===== src/rtl/qirq_pkg.sv =====
package qirq_pkg;
  typedef enum logic [1:0] {
    SEL_CAUSE   = 2'd0,
    SEL_AUTOCLR = 2'd1,
    SEL_ENABLE  = 2'd2,
    SEL_NONE    = 2'd3
  } regSel_e;

  typedef struct packed {
    logic causeRd;    // read of cause: clear all
    logic causeW1c;   // write-1-to-clear, legacy mode only
    logic autoClrWr;  // load auto-clear enables
    logic enableWr;   // load request enables
  } strobes_t;
endpackage


===== src/rtl/qirq_ctrl.sv =====
module qirq_ctrl
  import qirq_pkg::*;
#(
  parameter int ADDR_W = 4
) (
  input  logic              regWrEn,
  input  logic              regRdEn,
  input  logic [ADDR_W-1:0] regAddr,
  input  logic              msgMode,
  output strobes_t          strb,
  output regSel_e           rdSel
);
  regSel_e addrSel;

  always_comb begin
    if (regAddr == ADDR_W'(0))      addrSel = SEL_CAUSE;
    else if (regAddr == ADDR_W'(1)) addrSel = SEL_AUTOCLR;
    else if (regAddr == ADDR_W'(2)) addrSel = SEL_ENABLE;
    else                            addrSel = SEL_NONE;
  end

  always_comb begin
    strb.causeRd   = regRdEn && (addrSel == SEL_CAUSE);
    strb.causeW1c  = regWrEn && (addrSel == SEL_CAUSE) && !msgMode;
    strb.autoClrWr = regWrEn && (addrSel == SEL_AUTOCLR);
    strb.enableWr  = regWrEn && (addrSel == SEL_ENABLE);
    rdSel          = regRdEn ? addrSel : SEL_NONE;
  end
endmodule


===== src/rtl/qirq_dp.sv =====
module qirq_dp
  import qirq_pkg::*;
#(
  parameter int NUM_RXQ  = 4,
  parameter int NUM_TXQ  = 4,
  parameter int TXQ_BASE = 8,
  parameter int LEG_BIT  = 31,
  parameter int DATA_W   = 32,
  localparam int NUM_VEC = NUM_RXQ + NUM_TXQ + 1
) (
  input  logic               clk,
  input  logic               rstN,
  input  strobes_t           strb,
  input  regSel_e            rdSel,
  input  logic [DATA_W-1:0]  regWrData,
  input  logic               msgMode,
  input  logic [NUM_RXQ-1:0] rxEvt,
  input  logic [NUM_TXQ-1:0] txEvt,
  input  logic               legacyActive,
  input  logic [NUM_VEC-1:0] msgAck,
  output logic [DATA_W-1:0]  regRdData,
  output logic [NUM_VEC-1:0] msgReq,
  output logic [DATA_W-1:0]  legacyQueueMask
);
  function automatic int posOf(input int v);
    if (v < NUM_RXQ)                return v;
    else if (v < NUM_RXQ + NUM_TXQ) return TXQ_BASE + v - NUM_RXQ;
    else                            return LEG_BIT;
  endfunction

  logic [NUM_VEC-1:0] causeQ, autoClrQ, enableQ, sentQ;
  logic [NUM_VEC-1:0] evtVec, wrVec, clrVec, keepVec, causeNext, newSet, ackTake, sentNext;
  logic [DATA_W-1:0]  causeWord, autoClrWord, enableWord;

  assign evtVec = {legacyActive, txEvt, rxEvt};

  always_comb begin
    wrVec           = '0;
    causeWord       = '0;
    autoClrWord     = '0;
    enableWord      = '0;
    legacyQueueMask = '0;
    for (int v = 0; v < NUM_VEC; v++) begin
      wrVec[v]              = regWrData[posOf(v)];
      causeWord[posOf(v)]   = causeQ[v];
      autoClrWord[posOf(v)] = autoClrQ[v];
      enableWord[posOf(v)]  = enableQ[v];
      if (v < NUM_VEC - 1) legacyQueueMask[posOf(v)] = msgMode;
    end
  end

  always_comb begin
    unique case (rdSel)
      SEL_CAUSE:   regRdData = causeWord;
      SEL_AUTOCLR: regRdData = autoClrWord;
      SEL_ENABLE:  regRdData = enableWord;
      default:     regRdData = '0;
    endcase
  end

  // Request: set, enabled, not yet acknowledged, message mode only
  assign msgReq  = {NUM_VEC{msgMode}} & causeQ & enableQ & ~sentQ;
  assign ackTake = msgReq & msgAck;

  // Merge the three clear routes; a same-cycle event overrides them
  assign clrVec    = ({NUM_VEC{strb.causeRd}})
                   | ({NUM_VEC{strb.causeW1c}} & wrVec)
                   | (ackTake & autoClrQ);
  assign keepVec   = causeQ & ~clrVec;
  assign causeNext = keepVec | evtVec;
  assign newSet    = evtVec & ~keepVec;
  assign sentNext  = (sentQ | ackTake) & causeNext & ~newSet;

  always_ff @(posedge clk) begin
    if (!rstN) begin
      causeQ   <= '0;
      autoClrQ <= '0;
      enableQ  <= '0;
      sentQ    <= '0;
    end else begin
      causeQ <= causeNext;
      sentQ  <= sentNext;
      if (strb.autoClrWr) autoClrQ <= wrVec;
      if (strb.enableWr)  enableQ  <= wrVec;
    end
  end
endmodule


===== src/rtl/queue_irq_cause.sv =====
module queue_irq_cause
  import qirq_pkg::*;
#(
  parameter int NUM_RXQ  = 4,
  parameter int NUM_TXQ  = 4,
  parameter int TXQ_BASE = 8,
  parameter int LEG_BIT  = 31,
  parameter int DATA_W   = 32,
  parameter int ADDR_W   = 4,
  localparam int NUM_VEC = NUM_RXQ + NUM_TXQ + 1
) (
  input  logic               clk,
  input  logic               rstN,
  input  logic               regWrEn,
  input  logic               regRdEn,
  input  logic [ADDR_W-1:0]  regAddr,
  input  logic [DATA_W-1:0]  regWrData,
  output logic [DATA_W-1:0]  regRdData,
  input  logic               msgMode,
  input  logic [NUM_RXQ-1:0] rxEvt,
  input  logic [NUM_TXQ-1:0] txEvt,
  input  logic               legacyActive,
  output logic [NUM_VEC-1:0] msgReq,
  input  logic [NUM_VEC-1:0] msgAck,
  output logic [DATA_W-1:0]  legacyQueueMask
);
  strobes_t strb;
  regSel_e  rdSel;

  qirq_ctrl #(.ADDR_W(ADDR_W)) i_ctrl (
    .regWrEn (regWrEn),
    .regRdEn (regRdEn),
    .regAddr (regAddr),
    .msgMode (msgMode),
    .strb    (strb),
    .rdSel   (rdSel)
  );

  qirq_dp #(
    .NUM_RXQ(NUM_RXQ), .NUM_TXQ(NUM_TXQ), .TXQ_BASE(TXQ_BASE),
    .LEG_BIT(LEG_BIT), .DATA_W(DATA_W)
  ) i_dp (
    .clk             (clk),
    .rstN            (rstN),
    .strb            (strb),
    .rdSel           (rdSel),
    .regWrData       (regWrData),
    .msgMode         (msgMode),
    .rxEvt           (rxEvt),
    .txEvt           (txEvt),
    .legacyActive    (legacyActive),
    .msgAck          (msgAck),
    .regRdData       (regRdData),
    .msgReq          (msgReq),
    .legacyQueueMask (legacyQueueMask)
  );
endmodule


===== config.mk =====
export PLATFORM = sky130hd
export DESIGN_NAME = queue_irq_cause
export DESIGN_NICKNAME = d
export VERILOG_FILES = /design/src/rtl/qirq_pkg.sv /design/src/rtl/qirq_ctrl.sv /design/src/rtl/qirq_dp.sv /design/src/rtl/queue_irq_cause.sv
export SDC_FILE = /design/constraint.sdc
export NUM_CORES = 1
export LEC_CHECK = 0
export BUFFER_PORTS_ARGS = -buffer_cell sky130_fd_sc_hd__buf_4
export CAP_MARGIN = 25
export CORE_UTILIZATION = 44
export CTS_CLUSTER_SIZE = 40
export DETAILED_ROUTE_END_ITERATION = 10
export GPL_TIMING_DRIVEN = 0
export HOLD_SLACK_MARGIN = 0.02
export PLACE_DENSITY = 0.88
export SYNTH_ARGS = -nofsm -noshare
export SYNTH_HDL_FRONTEND = slang
export SYNTH_SLANG_ARGS = --single-unit

===== constraint.sdc =====
create_clock -name clk -period 3.5 [get_ports clk]
set_clock_uncertainty 0.1 [all_clocks]
set_input_delay 0.7 -clock clk [delete_from_list [all_inputs] [get_ports clk]]
set_output_delay 0.7 -clock clk [all_outputs]
set_load 0.02 [all_outputs]

==> results.sh <==
export IMPL_regArea_um2=720.7
export IMPL_gp_congestion=0.8358
export IMPL_status="finished, final reports clean"
export IMPL_async_flop_share_pct=0
export IMPL_route_vias_total=2481
export IMPL_antenna_found_initial=0
export IMPL_synth_edff_count=0
export IMPL_ctsRootBufferMaster="clkbuf_8"
export IMPL_whs_ns=0.4080
export IMPL_path_clk_slew_ns=0.08
export IMPL_diodes=0
export IMPL_via_per_inst=5.234
export IMPL_synth_top_area_cell="dfxtp_1"
export IMPL_arrival_ns=2.02
export IMPL_ys_seq_area_share_pct=29.58
export IMPL_numCtsBuffers=5
export IMPL_worstPathRequired_ns=2.70
export IMPL_htreeDepth=2
export IMPL_p_total_uw=987.6
export IMPL_dr_pass1_iters=4
export IMPL_holdBufCountCts=0
export IMPL_slew_headroom_pct=53.79
export IMPL_wirelength_um=6779
export IMPL_p_leak_uw=0.001453
export IMPL_critPathBufInv=4
export IMPL_nFillCells=499
export IMPL_period_needed_ns=2.824
export IMPL_max_vdd_ir_drop_mv=0.1760
export IMPL_areaGrowthSynthToFinish_pct=32.77
export IMPL_final_cell_mix="buf_4, conb_1, dfxtp_1, nand3_1, o21ai_0"
export IMPL_cp_common_cell="buf_4"
export IMPL_internal_power_uw=671.3
export IMPL_core_area_um2=5205
export IMPL_fp_dieH_um=76.41
export IMPL_clock_sinks=36
export IMPL_final_area_um2=3234
export IMPL_hold_viol=0
export IMPL_critPathTopFamily="buffers and inverters"
export IMPL_drt_wirelength_per_cell_um=14.30
export IMPL_tns_ns=0
export IMPL_critPathLaunchType="input pin"
export IMPL_path_max_fanout=10
export IMPL_grt_pass1_wl_um=10800
export IMPL_drt_initial_drc_count=181
export IMPL_period_share_pct=80.70
export IMPL_io_pins=132
export IMPL_hold_path_class="reg -> reg"
export IMPL_combPwrFrac_pct=25.1
export IMPL_fin_util_pct=62.14
export IMPL_end_kind="output port"
export IMPL_ys_top_cells_by_area="dfxtp_1, buf_4, a21boi_0"
export IMPL_synthFlopType="dfxtp_1"
export IMPL_initial_core_util_pct=46.80
export IMPL_placed_area_um2=3147
export IMPL_die_w_um=76.41
export IMPL_setup_worst_path_class="in -> out"
export IMPL_dp_hpwl_um=4730
export IMPL_power_density_nw_per_um2=305.4
export IMPL_post_cts_setup_buffers=0
export IMPL_ys_types=35
export IMPL_setup_viol=0
export IMPL_multi_input_area_um2=1336
export IMPL_cts_buffer_depth=2
export IMPL_drc=0
export IMPL_worst_slew_pin_slew_ns=0.6901
export IMPL_synthCells=290
export IMPL_cts_resized=0
export IMPL_syn_area_um2=2436
export IMPL_grt_start_max_net_pins=17
export IMPL_cp_cell_sequence="buf_4 -> nor2b_1 -> buf_2 -> buf_1 -> a2bb2oi_1 -> nor2_1 -> buf_4"
export IMPL_track_usage_pct=23.32
export IMPL_yosysWarnings=0
export IMPL_pwr_share_seq_pct=43.9
export IMPL_switchingPower_uw=316.3
export IMPL_cp_slowest_cell="buf_1"
export IMPL_final_common_cell="buf_4"
export IMPL_p_clk_share_pct=31.0
export IMPL_grt_pass1_vias=2337
export IMPL_fmax_ghz=0.3541
export IMPL_rsz0062_at_grt="no"
export IMPL_drive_gt1_share_pct=35.15
export IMPL_nNetsFinal=462
export IMPL_slew_viol_final=0
export IMPL_ys_ff_latch=36
export IMPL_antenna_left=0
export IMPL_globalRouteOverflowTotal=0
export IMPL_rows=26
export IMPL_dieArea_um2=5838
export IMPL_cap_violations=0
export IMPL_postSynthAreaPerCell_um2=8.400
export IMPL_insertion_delay_ns=0.31
export IMPL_cpPeakStageDelay_ns=0.43
export IMPL_cts_tree="built"
export IMPL_synth_top_area_share_pct=29.58
export IMPL_port_buffers=60
export IMPL_switching_share_pct=32.03
==> layer usage <==
metal,track usage [%],part of all wire [%]
met5,0,0
met4,10.58,2.5
met3,6.108,9.7
met2,41.44,49
met1,25.84,38
==> final cells by class <==
class / count / share of cell area [%]
Sequential cell: 36 / 22.28
Tap cell: 70 / 2.708
Inverter: 5 / 0.5803
Clock buffer: 5 / 2.128
Buffer: 76 / 16.48
Clock inverter: 3 / 0.5803
Multi-Input combinational cell: 219 / 41.32
Timing Repair Buffer: 60 / 13.93
==> power groups by stage <==
stage	sequential [uW]	combinational, uW	clock [uW]
after floorplan	440	173	0
after detailed placement	443	244	0
after CTS	434	244	300
after global placement	442	240	0
final	434	248	306
after global routing	436	265	315
==> synth_stat cells, drive strengths merged, types with 2 or more instances <==
cell type,number
a21boi,18
a2bb2oi,9
a41oi,9
and4b,7
buf,69
clkbuf,7
dfxtp,36
inv,5
mux2i,9
nand2,11
nand2b,4
nand3,23
nand4,3
nor2,10
nor2b,2
nor3,9
nor3b,2
o211ai,2
o21ai,27
o22ai,9
o311ai,7
or3b,2
or4b,7
==> tightest hold or removal path: stages (launching register included) <==
cell	delay, ns
dfxtp_1	0.33
o21ai_0	0.06
a21boi_0	0.07
==> state kept, by name, summed over array words and instances (netlist names) <==
register,cells
i_dp.enableQ,9
i_dp.sentQ,9
i_dp.causeQ,9
i_dp.autoClrQ,9
==> cells by family after synthesis <==
group,count (synthesis),share of synthesized area (%)
buffers and inverters,81,22.65
and+or+nand+nor,82,20.03
AOI/OAI and AO/OA,81,23.88
other,1,0.1539
muxes,9,3.698
DFF,36,29.58
==> final timing paths <==
check	slack (ns)	from	endpoint	depth (start not counted)
setup / recovery	0.68	regAddr[1]	regRdData[3]	7
hold / removal	0.41	i_dp.autoClrQ[1]$_SDFFE_PN0P_	i_dp.autoClrQ[1]$_SDFFE_PN0P_	2
setup reg to reg	2.22	i_dp.enableQ[3]$_SDFFE_PN0P_	i_dp.causeQ[3]$_SDFF_PN0_	3
hold reg to reg	0.41	i_dp.autoClrQ[1]$_SDFFE_PN0P_	i_dp.autoClrQ[1]$_SDFFE_PN0P_	2
==> metrics by stage <==
| stage | worst slack, ns | cells |
|---|---|---|
| after floorplan | 1.048 | 336 |
| after global placement | 0.7198 | 466 |
| after detailed placement | 0.6933 | 466 |
| after CTS | 0.6911 | 474 |
| after global routing | 0.5541 | 474 |
| final | 0.6756 | 474 |
No activity file was read; power rests on OpenSTA's default activity.
